## config.mk

```make
export PLATFORM = sky130hd
export DESIGN_NAME = ledPtrRegFile
export DESIGN_NICKNAME = d
export VERILOG_FILES = /design/src/rtl/ledRegPkg.sv /design/src/rtl/ledRegCtrl.sv /design/src/rtl/ledRegData.sv /design/src/rtl/ledPtrRegFile.sv
export SDC_FILE = /design/constraint.sdc
export NUM_CORES = 1
export LEC_CHECK = 0
export ABC_AREA = 0
export BUFFER_PORTS_ARGS = -buffer_cell sky130_fd_sc_hd__clkbuf_2
export CAP_MARGIN = 20
export CORE_AREA = 2 2 77 79
export DETAILED_ROUTE_END_ITERATION = 8
export DIE_AREA = 0 0 79 81
export PLACE_DENSITY = 0.73
export SKIP_CTS_REPAIR_TIMING = 1
export SYNTH_ARGS = -nofsm -noshare
export SYNTH_HDL_FRONTEND = slang
export SYNTH_SLANG_ARGS = --single-unit
export TNS_END_PERCENT = 100
```

## constraint.sdc

```tcl
create_clock -name clk -period 2.15 [get_ports clk]
set_clock_uncertainty 0.05 [all_clocks]
set_input_delay 0.1075 -clock clk [delete_from_list [all_inputs] [get_ports clk]]
set_output_delay 0.1075 -clock clk [all_outputs]
set_load 0.02 [all_outputs]
```

## src/rtl/ledRegPkg.sv

```systemverilog
package ledRegPkg;
  localparam int RegW = 8;
  localparam int PtrW = 3;
  localparam int NumCodes = 1 << PtrW;

  typedef struct packed {
    logic wrCtrl;
    logic wrData;
    logic advance;
  } strobeT;
endpackage

```

## src/rtl/ledRegCtrl.sv

```systemverilog
module ledRegCtrl
  import ledRegPkg::*;
#(
  parameter logic VARIANT = 1'b0
) (
  input  logic            clk,
  input  logic            rstN,
  input  logic            evStart,
  input  logic            evAddr,
  input  logic            evWrite,
  input  logic            evRead,
  input  logic            evStop,
  input  logic [RegW-1:0] rxByte,
  output logic            addrAck,
  output strobeT          strobe
);
  localparam logic [6:0] SlaveAddr = {6'b110001, VARIANT};

  logic selected, readMode, awaitCtrl, addrMatch, frameEnd;

  assign addrMatch = (rxByte[7:1] == SlaveAddr);
  assign frameEnd  = evStart | evStop;
  assign addrAck   = evAddr & addrMatch;

  always_comb begin
    strobe.wrCtrl  = evWrite & selected & ~readMode & awaitCtrl;
    strobe.wrData  = evWrite & selected & ~readMode & ~awaitCtrl;
    strobe.advance = (evWrite & selected & ~readMode & ~awaitCtrl)
                   | (evRead & selected & readMode);
  end

  always_ff @(posedge clk or negedge rstN) begin
    if (!rstN) begin
      selected  <= 1'b0;
      readMode  <= 1'b0;
      awaitCtrl <= 1'b0;
    end else if (frameEnd) begin
      selected  <= 1'b0;
      awaitCtrl <= 1'b0;
    end else if (evAddr) begin
      selected  <= addrMatch;
      readMode  <= rxByte[0];
      awaitCtrl <= addrMatch & ~rxByte[0];
    end else if (strobe.wrCtrl) begin
      awaitCtrl <= 1'b0;
    end
  end

  p_ctrl_first_r2: assert property (@(posedge clk) disable iff (!rstN)
    (evAddr && addrMatch && !rxByte[0] && !frameEnd)
      ##1 (evWrite && !evAddr && !frameEnd) |-> strobe.wrCtrl);

  p_quiet_after_stop_r11: assert property (@(posedge clk) disable iff (!rstN)
    evStop |=> (strobe == '0));

  p_ack_needs_addr_r1: assert property (@(posedge clk) disable iff (!rstN)
    addrAck |-> evAddr);
endmodule

```

## src/rtl/ledRegData.sv

```systemverilog
module ledRegData
  import ledRegPkg::*;
#(
  parameter int              LedN   = 4,
  parameter logic [RegW-1:0] DutyRst = 8'h80
) (
  input  logic            clk,
  input  logic            rstN,
  input  strobeT          strobe,
  input  logic [RegW-1:0] rxByte,
  input  logic [LedN-1:0] ledPins,
  output logic [RegW-1:0] txData,
  output logic [RegW-1:0] ctrlOut,
  output logic [RegW-1:0] psc0Out,
  output logic [RegW-1:0] pwm0Out,
  output logic [RegW-1:0] psc1Out,
  output logic [RegW-1:0] pwm1Out,
  output logic [RegW-1:0] ledSelOut
);
  localparam logic [RegW-1:0] CtrlMask = 8'h17;
  localparam int LastReg = 5;

  logic [RegW-1:0] ctrlReg;
  logic [PtrW-1:0] ptr;
  logic            autoInc;
  logic [LedN-1:0] syncA, syncB;
  logic [RegW-1:0] regArr [NumCodes];

  assign ptr     = ctrlReg[PtrW-1:0];
  assign autoInc = ctrlReg[4];

  always_ff @(posedge clk or negedge rstN) begin
    if (!rstN) begin
      ctrlReg <= '0;
    end else if (strobe.wrCtrl) begin
      ctrlReg <= rxByte & CtrlMask;
    end else if (strobe.advance && autoInc) begin
      ctrlReg[PtrW-1:0] <= ptr + 1'b1;
    end
  end

  always_ff @(posedge clk or negedge rstN) begin
    if (!rstN) begin
      syncA <= '0;
      syncB <= '0;
    end else begin
      syncA <= ledPins;
      syncB <= syncA;
    end
  end

  for (genvar i = 0; i < NumCodes; i++) begin : g_reg
    if (i == 0) begin : g_input
      assign regArr[i] = {{(RegW-LedN){1'b0}}, syncB};
    end else if (i <= LastReg) begin : g_store
      localparam logic [RegW-1:0] RstVal = (i == 2 || i == 4) ? DutyRst : '0;
      logic [RegW-1:0] q;
      always_ff @(posedge clk or negedge rstN) begin
        if (!rstN) q <= RstVal;
        else if (strobe.wrData && ptr == PtrW'(i)) q <= rxByte;
      end
      assign regArr[i] = q;
    end else begin : g_empty
      assign regArr[i] = '0;
    end
  end

  assign txData    = regArr[ptr];
  assign ctrlOut   = ctrlReg;
  assign psc0Out   = regArr[1];
  assign pwm0Out   = regArr[2];
  assign psc1Out   = regArr[3];
  assign pwm1Out   = regArr[4];
  assign ledSelOut = regArr[5];

  p_ptr_step_r4: assert property (@(posedge clk) disable iff (!rstN)
    (strobe.advance && autoInc && !strobe.wrCtrl && ptr != 3'd7)
      |=> (ptr == $past(ptr) + 3'd1) && (ctrlReg[7:3] == $past(ctrlReg[7:3])));

  p_ptr_hold_r4: assert property (@(posedge clk) disable iff (!rstN)
    (!strobe.wrCtrl && !(strobe.advance && autoInc)) |=> $stable(ctrlReg));

  p_ptr_wrap_r5: assert property (@(posedge clk) disable iff (!rstN)
    (strobe.advance && autoInc && !strobe.wrCtrl && ptr == 3'd7) |=> (ptr == 3'd0));

  p_input_ro_r6: assert property (@(posedge clk) disable iff (!rstN)
    (strobe.wrData && ptr == 3'd0)
      |=> $stable({psc0Out, pwm0Out, psc1Out, pwm1Out, ledSelOut}));

  p_high_codes_r9: assert property (@(posedge clk) disable iff (!rstN)
    (strobe.wrData && ptr >= 3'd6)
      |=> $stable({psc0Out, pwm0Out, psc1Out, pwm1Out, ledSelOut}));

  p_input_upper_r8: assert property (@(posedge clk) disable iff (!rstN)
    (ptr == 3'd0) |-> (txData[7:4] == 4'h0));
endmodule

```

## src/rtl/ledPtrRegFile.sv

```systemverilog
module ledPtrRegFile
  import ledRegPkg::*;
#(
  parameter logic VARIANT = 1'b0
) (
  input  logic       clk,
  input  logic       rstN,
  input  logic       evStart,
  input  logic       evAddr,
  input  logic       evWrite,
  input  logic       evRead,
  input  logic       evStop,
  input  logic [7:0] rxByte,
  input  logic [3:0] ledPins,
  output logic       addrAck,
  output logic [7:0] txData,
  output logic [7:0] ctrlOut,
  output logic [7:0] psc0Out,
  output logic [7:0] pwm0Out,
  output logic [7:0] psc1Out,
  output logic [7:0] pwm1Out,
  output logic [7:0] ledSelOut
);
  strobeT strobe;

  ledRegCtrl #(.VARIANT(VARIANT)) u_ctrl (
    .clk(clk), .rstN(rstN), .evStart(evStart), .evAddr(evAddr),
    .evWrite(evWrite), .evRead(evRead), .evStop(evStop),
    .rxByte(rxByte), .addrAck(addrAck), .strobe(strobe)
  );

  ledRegData #(.LedN(4), .DutyRst(8'h80)) u_data (
    .clk(clk), .rstN(rstN), .strobe(strobe), .rxByte(rxByte),
    .ledPins(ledPins), .txData(txData), .ctrlOut(ctrlOut),
    .psc0Out(psc0Out), .pwm0Out(pwm0Out), .psc1Out(psc1Out),
    .pwm1Out(pwm1Out), .ledSelOut(ledSelOut)
  );
endmodule

```

# Yosys cells after proc, flatten, opt, wreduce, memory -nomap -nowiden
# Cells that the tools add are included.
[op_classes]
bitwise = 15
eq_ne = 6
n_reduce_logical = 10
n_mux = 10
n_lt_le_gt_ge = 1
addsub = 1
[op_table]
columns = ["cell", "count"]
rows = [
  ["$bmux W8 S3", 1],
  ["$mux W8", 2],
  ["$and A1 B1 Y1", 8],
  ["$eq A7 B7 Y1 const B", 1],
  ["$eq A3 B2 Y1 const B", 2],
  ["$eq A3 B3 Y1 const B", 2],
  ["$logic_and A1 B1 Y1", 6],
  ["$mux W3", 2],
  ["$mux W1", 5],
  ["$ge A4 B4 Y1 const B", 1],
  ["$not A1 Y1", 4],
  ["$not A3 Y4", 1],
  ["$reduce_bool A2 Y1", 2],
  ["$add A3 B1 Y3 const B", 1],
  ["$eq A3 B1 Y1 const B", 1],
  ["$reduce_bool A3 Y1", 1],
  ["$or A1 B1 Y1", 2],
  ["$reduce_and A2 Y1", 1],
]
[word_totals]
ff_bits = 55
in_bits = 19
wordCells = 55
output_inout_bits = 57

# Logic depth before layout (Yosys ltp)
[depth]
depth_word = 7
ltp_mapped = 6
mapped_depth_nobuf = 4

# Hierarchy
# From an unflattened synthesis, not the netlist that was laid out.
[hier_totals]
hier_cells = 190
area_unflattened_um2 = 2555.0
[by_module_without_submodules]
columns = ["mod", "cells_per_inst", "area_each_um2", "instances", "seq_area_each_um2"]
rows = [
  ["ledRegData", 168, 2352.3, 1, 1303.8],
  ["ledRegCtrl", 22, 202.7, 1, 75.1],
]

# Worst setup path after synthesis
# OpenSTA, ideal clock, no wires.
[synth_timing]
kind = "register to output"
startpoint = "register u_data.ctrlReg[0] (netlist: u_data.ctrlOut[0])"
endpoint = "output port txData[0]"
t_arrival_ps = 1635
required_ps = 1992
path_slack_ps = 357
stages_incl_launch_ff = 5
path_buffers = 2
path_cell_list = "dfrtp_1 buf_2 buf_2 mux2i_1 o21ai_0"
[synth_between]
elab_chain_len = 4
[synth_rtl]
columns = ["item", "line_no", "text"]
rows = [
  ["start, declared", "ledRegData.sv:23", "logic [RegW-1:0] ctrlReg;"],
  ["start signal, assigned", "ledRegData.sv:36", "ctrlReg <= rxByte & CtrlMask;"],
  ["start signal, assigned by index", "ledRegData.sv:38", "ctrlReg[PtrW-1:0] <= ptr + 1'b1;"],
  ["$not A3 Y4 (not written as such)", "ledRegData.sv:68", "assign txData = regArr[ptr];"],
  ["$bmux W8 S3", "ledRegData.sv:68", ""],
  ["$mux W8 (not written as such) (2 in a row)", "ledRegData.sv:68", ""],
  ["end, declared", "ledPtrRegFile.sv:16", "output logic [7:0] txData,"],
]
# Every way passes these cells. The select of a mux whose other input is x is not followed.

# Worst setup path after layout
[layout_timing]
startpoint = "register u_data.ctrlReg[1] (netlist: u_data.ctrlOut[1])"
endpoint = "output port txData[0]"
# Same word-level chain as after synthesis.

==> flow_summary.toml <==
[cts]
cts_max_level = 2
insertion_delay_ns = 0.32
clockBufferDepth = 2
cts_buffers = 5
cts.sinks = 55
cts_root_buffer = "clkbuf_8"
cts_tree = "done"
clkTransAtPathRegs_ns = 0.10

[timing]
finalCritPeriodShare_pct = 91.6
fin_hold_ws_ns = -0.00573
rsz0062_at_grt = "false"
layout_min_cycle_time_ns = 1.97
fin_tns_setup_ns = 0
max-slew-margin-rel_pct = 59.8
max_freq_mhz = 508
tightestPinTransition_ns = 0.603
hold_viol_final = 1
setup_violations = 0
slew_viol_final = 0

[global_routing]
grt_max_degree = 34
grt_usage_pct = 18.6
grt_pass1_vias = 1770
antenna_found_initial = 0
overflow = 0
grt_first_pass_wirelength_um = 8980

[layout]
final-seq-area_um2 = 1380
n_antenna_cell = 0
stdcell_count = 345
drive_above_1_share_pct = 51.9
fill_cells = 509
fin_nets = 293
area_delta_synth_final_pct = 22.3
multiInputGateArea_um2 = 1120

[pwr]
p_sw_share_pct = 23.7
power.density_nw_per_um2 = 547
p_clk_share_pct = 32.9
leakage_nw = 1.65
seqPwrFrac_pct = 61.4
comb_power_share_pct = 5.8
vdd_ir_drop_max_v = 0.000375
p_sw_mw = 0.408
p_total_mw = 1.72
intPower_mw = 1.31

[detailed_routing]
drt_iter0_drc = 121
drt_wl_total_um = 5740
first_pass_iters = 4
drc = 0
viasPerCell = 5.28
wire_per_inst_um = 16.6
vias = 1821
ant_nets = 0

[floorplanning]
die_area_um2 = 6400
placementRows = 28
core_um2 = 5680
die_x_um = 79
io_pins = 76
start_util_pct = 45.3
die_h_um = 81

[min_path]
min_path_type = "primary input to flip-flop"
min_from = "evStop"
whs_path_depth = 3

[setup_path]
crit_fanout = 9
worstPathCellList = "inv_1 > nand2_1 > o21ai_0 > clkbuf_2"
worstReg2RegStart = "u_data.ctrlOut[1]$_DFFE_PN0P_"
r2r_cells = 4
path_buf_inv = 2
cp-end-kind = "output pin"
critPathMaxStageDelay_ns = 0.51
cpMaxStageDelayCell = "dfrtp_1"
cp.depth = 4
path_class = "flip-flop to output pin"
worstPathArrival_ns = 1.81
critPathLaunchType = "flip-flop"
startpoint = "u_data.ctrlOut[1]$_DFFE_PN0P_"
critPathRequiredTime_ns = 1.99
crit_family = "flip-flops"

[logic_synthesis]
synth-edff-count = 0
synth_cell_types = 34
ys_warn_count = 0
synth-compound-area-share_pct = 4.33
synthAdderAreaFrac_pct = 2.43
avgSynthCellArea_um2 = 13.7
ys_ff_latch = 55
synth_ff_type = "dfrtp_1"
yosysSeqAreaShare_pct = 53.6
synth_top_family_by_area = "multiplexers"
synth-simple-area-share_pct = 8.56
ys_async_sr_fraction_pct = 100
yosysTopAreaCellShare_pct = 51.6
synthMuxAreaShare_pct = 27.8
ys_top_cells_by_area = "dfrtp_1, mux2_2, mux2i_1"
synth_xor_area_share_pct = 0
netlist_area_um2 = 2570
yosys.area.top_type = "dfrtp_1"
synth_cells = 188

[outcome]
failed_checks = "hold timing"
outcome = "finished with violations"

[placed_design]
dp_hpwl_um = 4240
port_buffers = 71
place.gp.congestion = 0.816
dp_cells = 332

[flow_run]
maxCapViolations = 0
-- Yosys cell counts (3+ instances only) --
| cell | count |
|---|---|
| dfrtp_1 | 53 |
| mux2_2 | 43 |
| mux2i_1 | 14 |
| nand2_1 | 9 |
| nor2_1 | 9 |
| a21oi_1 | 6 |
| buf_4 | 5 |
| ha_1 | 5 |
| o21ai_0 | 5 |
| mux4_2 | 4 |
| o22ai_1 | 4 |
| inv_1 | 3 |
-- per-stage QoR --
stage / hold slack [ns] / setup slack (ns) / utilization [%] / instance area [um^2]
finish: -0.00573 / 0.180 / 55.4 / 3150
global route: 0.00727 / 0.0351 / 55.4 / 3150
CTS: -0.248 / 0.0885 / 54.5 / 3090
detailed placement: 0.103 / 0.306 / 53.0 / 3010
global placement: 0.0941 / 0.372 / 53.0 / 3010
floorplan: -0.238 / 0.357 / - / 2580
-- cell usage in the layout, fill, tap and decap left out, types with 2 or more instances in the layout --
master and instances:
clkbuf_8 5, mux4_2 4, mux2_2 43, dlygate4sd3_1 5
a21oi_1 6, buf_4 3, nor2_1 9, clkbuf_2 71
o21ai_0 5, dfrtp_1 52, nand4b_1 2, mux2i_1 14
nand2_1 9, dfstp_2 2, inv_1 3, o22ai_1 4
conb_1 4, ha_1 5, or2b_1 2, nor4bb_1 2
nand4_2 2
-- worst paths after layout --
kind	end	slack, ns
setup / recovery	txData[0]	0.18
max in group asynchronous	u_data.pwm1Out[7]$_DFFE_PN1P_	1.12
hold reg to reg	u_data.syncB[0]$_DFF_PN0_	0.31
min in group asynchronous	u_ctrl.readMode$_DFFE_PN0P_	0.27
setup reg to reg	u_data.psc0Out[4]$_DFFE_PN0P_	0.27
hold / removal	u_ctrl.awaitCtrl$_DFFE_PN0P_	-0.006
-- power by group through the flow --
stage	combinational (mW)	clock, mW	sequential, mW
after floorplan	0.0355	0	1.08
after global placement	0.0934	0	1.08
after detailed placement	0.0948	0	1.08
after CTS	0.0947	0.581	1.06
after global routing	0.111	0.624	1.06
final	0.0996	0.566	1.06
-- registers in the layout, indices dropped and copies added (netlist names) --
signal and count:
u_data.pwm0Out 8, u_data.pwm1Out 8, u_data.psc1Out 8, u_data.syncB 4, u_data.psc0Out 8, u_ctrl.awaitCtrl 1
u_ctrl.selected 1, u_data.ctrlOut 4, u_ctrl.readMode 1, u_data.ledSelOut 8, u_data.syncA 4
-- worst min-delay path: stages --
cell      delay (ns)
clkbuf_2        0.08
nor2_1          0.05
o21a_1          0.10
-- cell families (layout without fill, tap and decap cells) --
kind of cell | after synthesis | in the layout
adder cells (fa/ha/maj) | 5 | 5
buffers and inverters | 13 | 92
other | 1 | 4
flip-flops | 55 | 55
AO/OA/AOI/OAI | 19 | 19
multiplexers | 61 | 61
AND/OR/NAND/NOR | 34 | 34
-- layer usage --
metal	track usage (%)	up-vias	part of all wire [%]
met1	26.1	928	47
met3	4.44	6	5.7
met5	0	-	0
li1	-	829	-
met4	5.34	0	0.96
met2	29.1	58	47
-- cell type report --
class	count	share of cell area, %
clock buffer	6	2.31
clock inverter	2	0.398
inverter	4	0.477
multi-input combinational	123	35.7
sequential	55	43.9
tap	75	2.98
timing repair buffer	80	14.2
No activity file was read; power rests on OpenSTA's default activity.
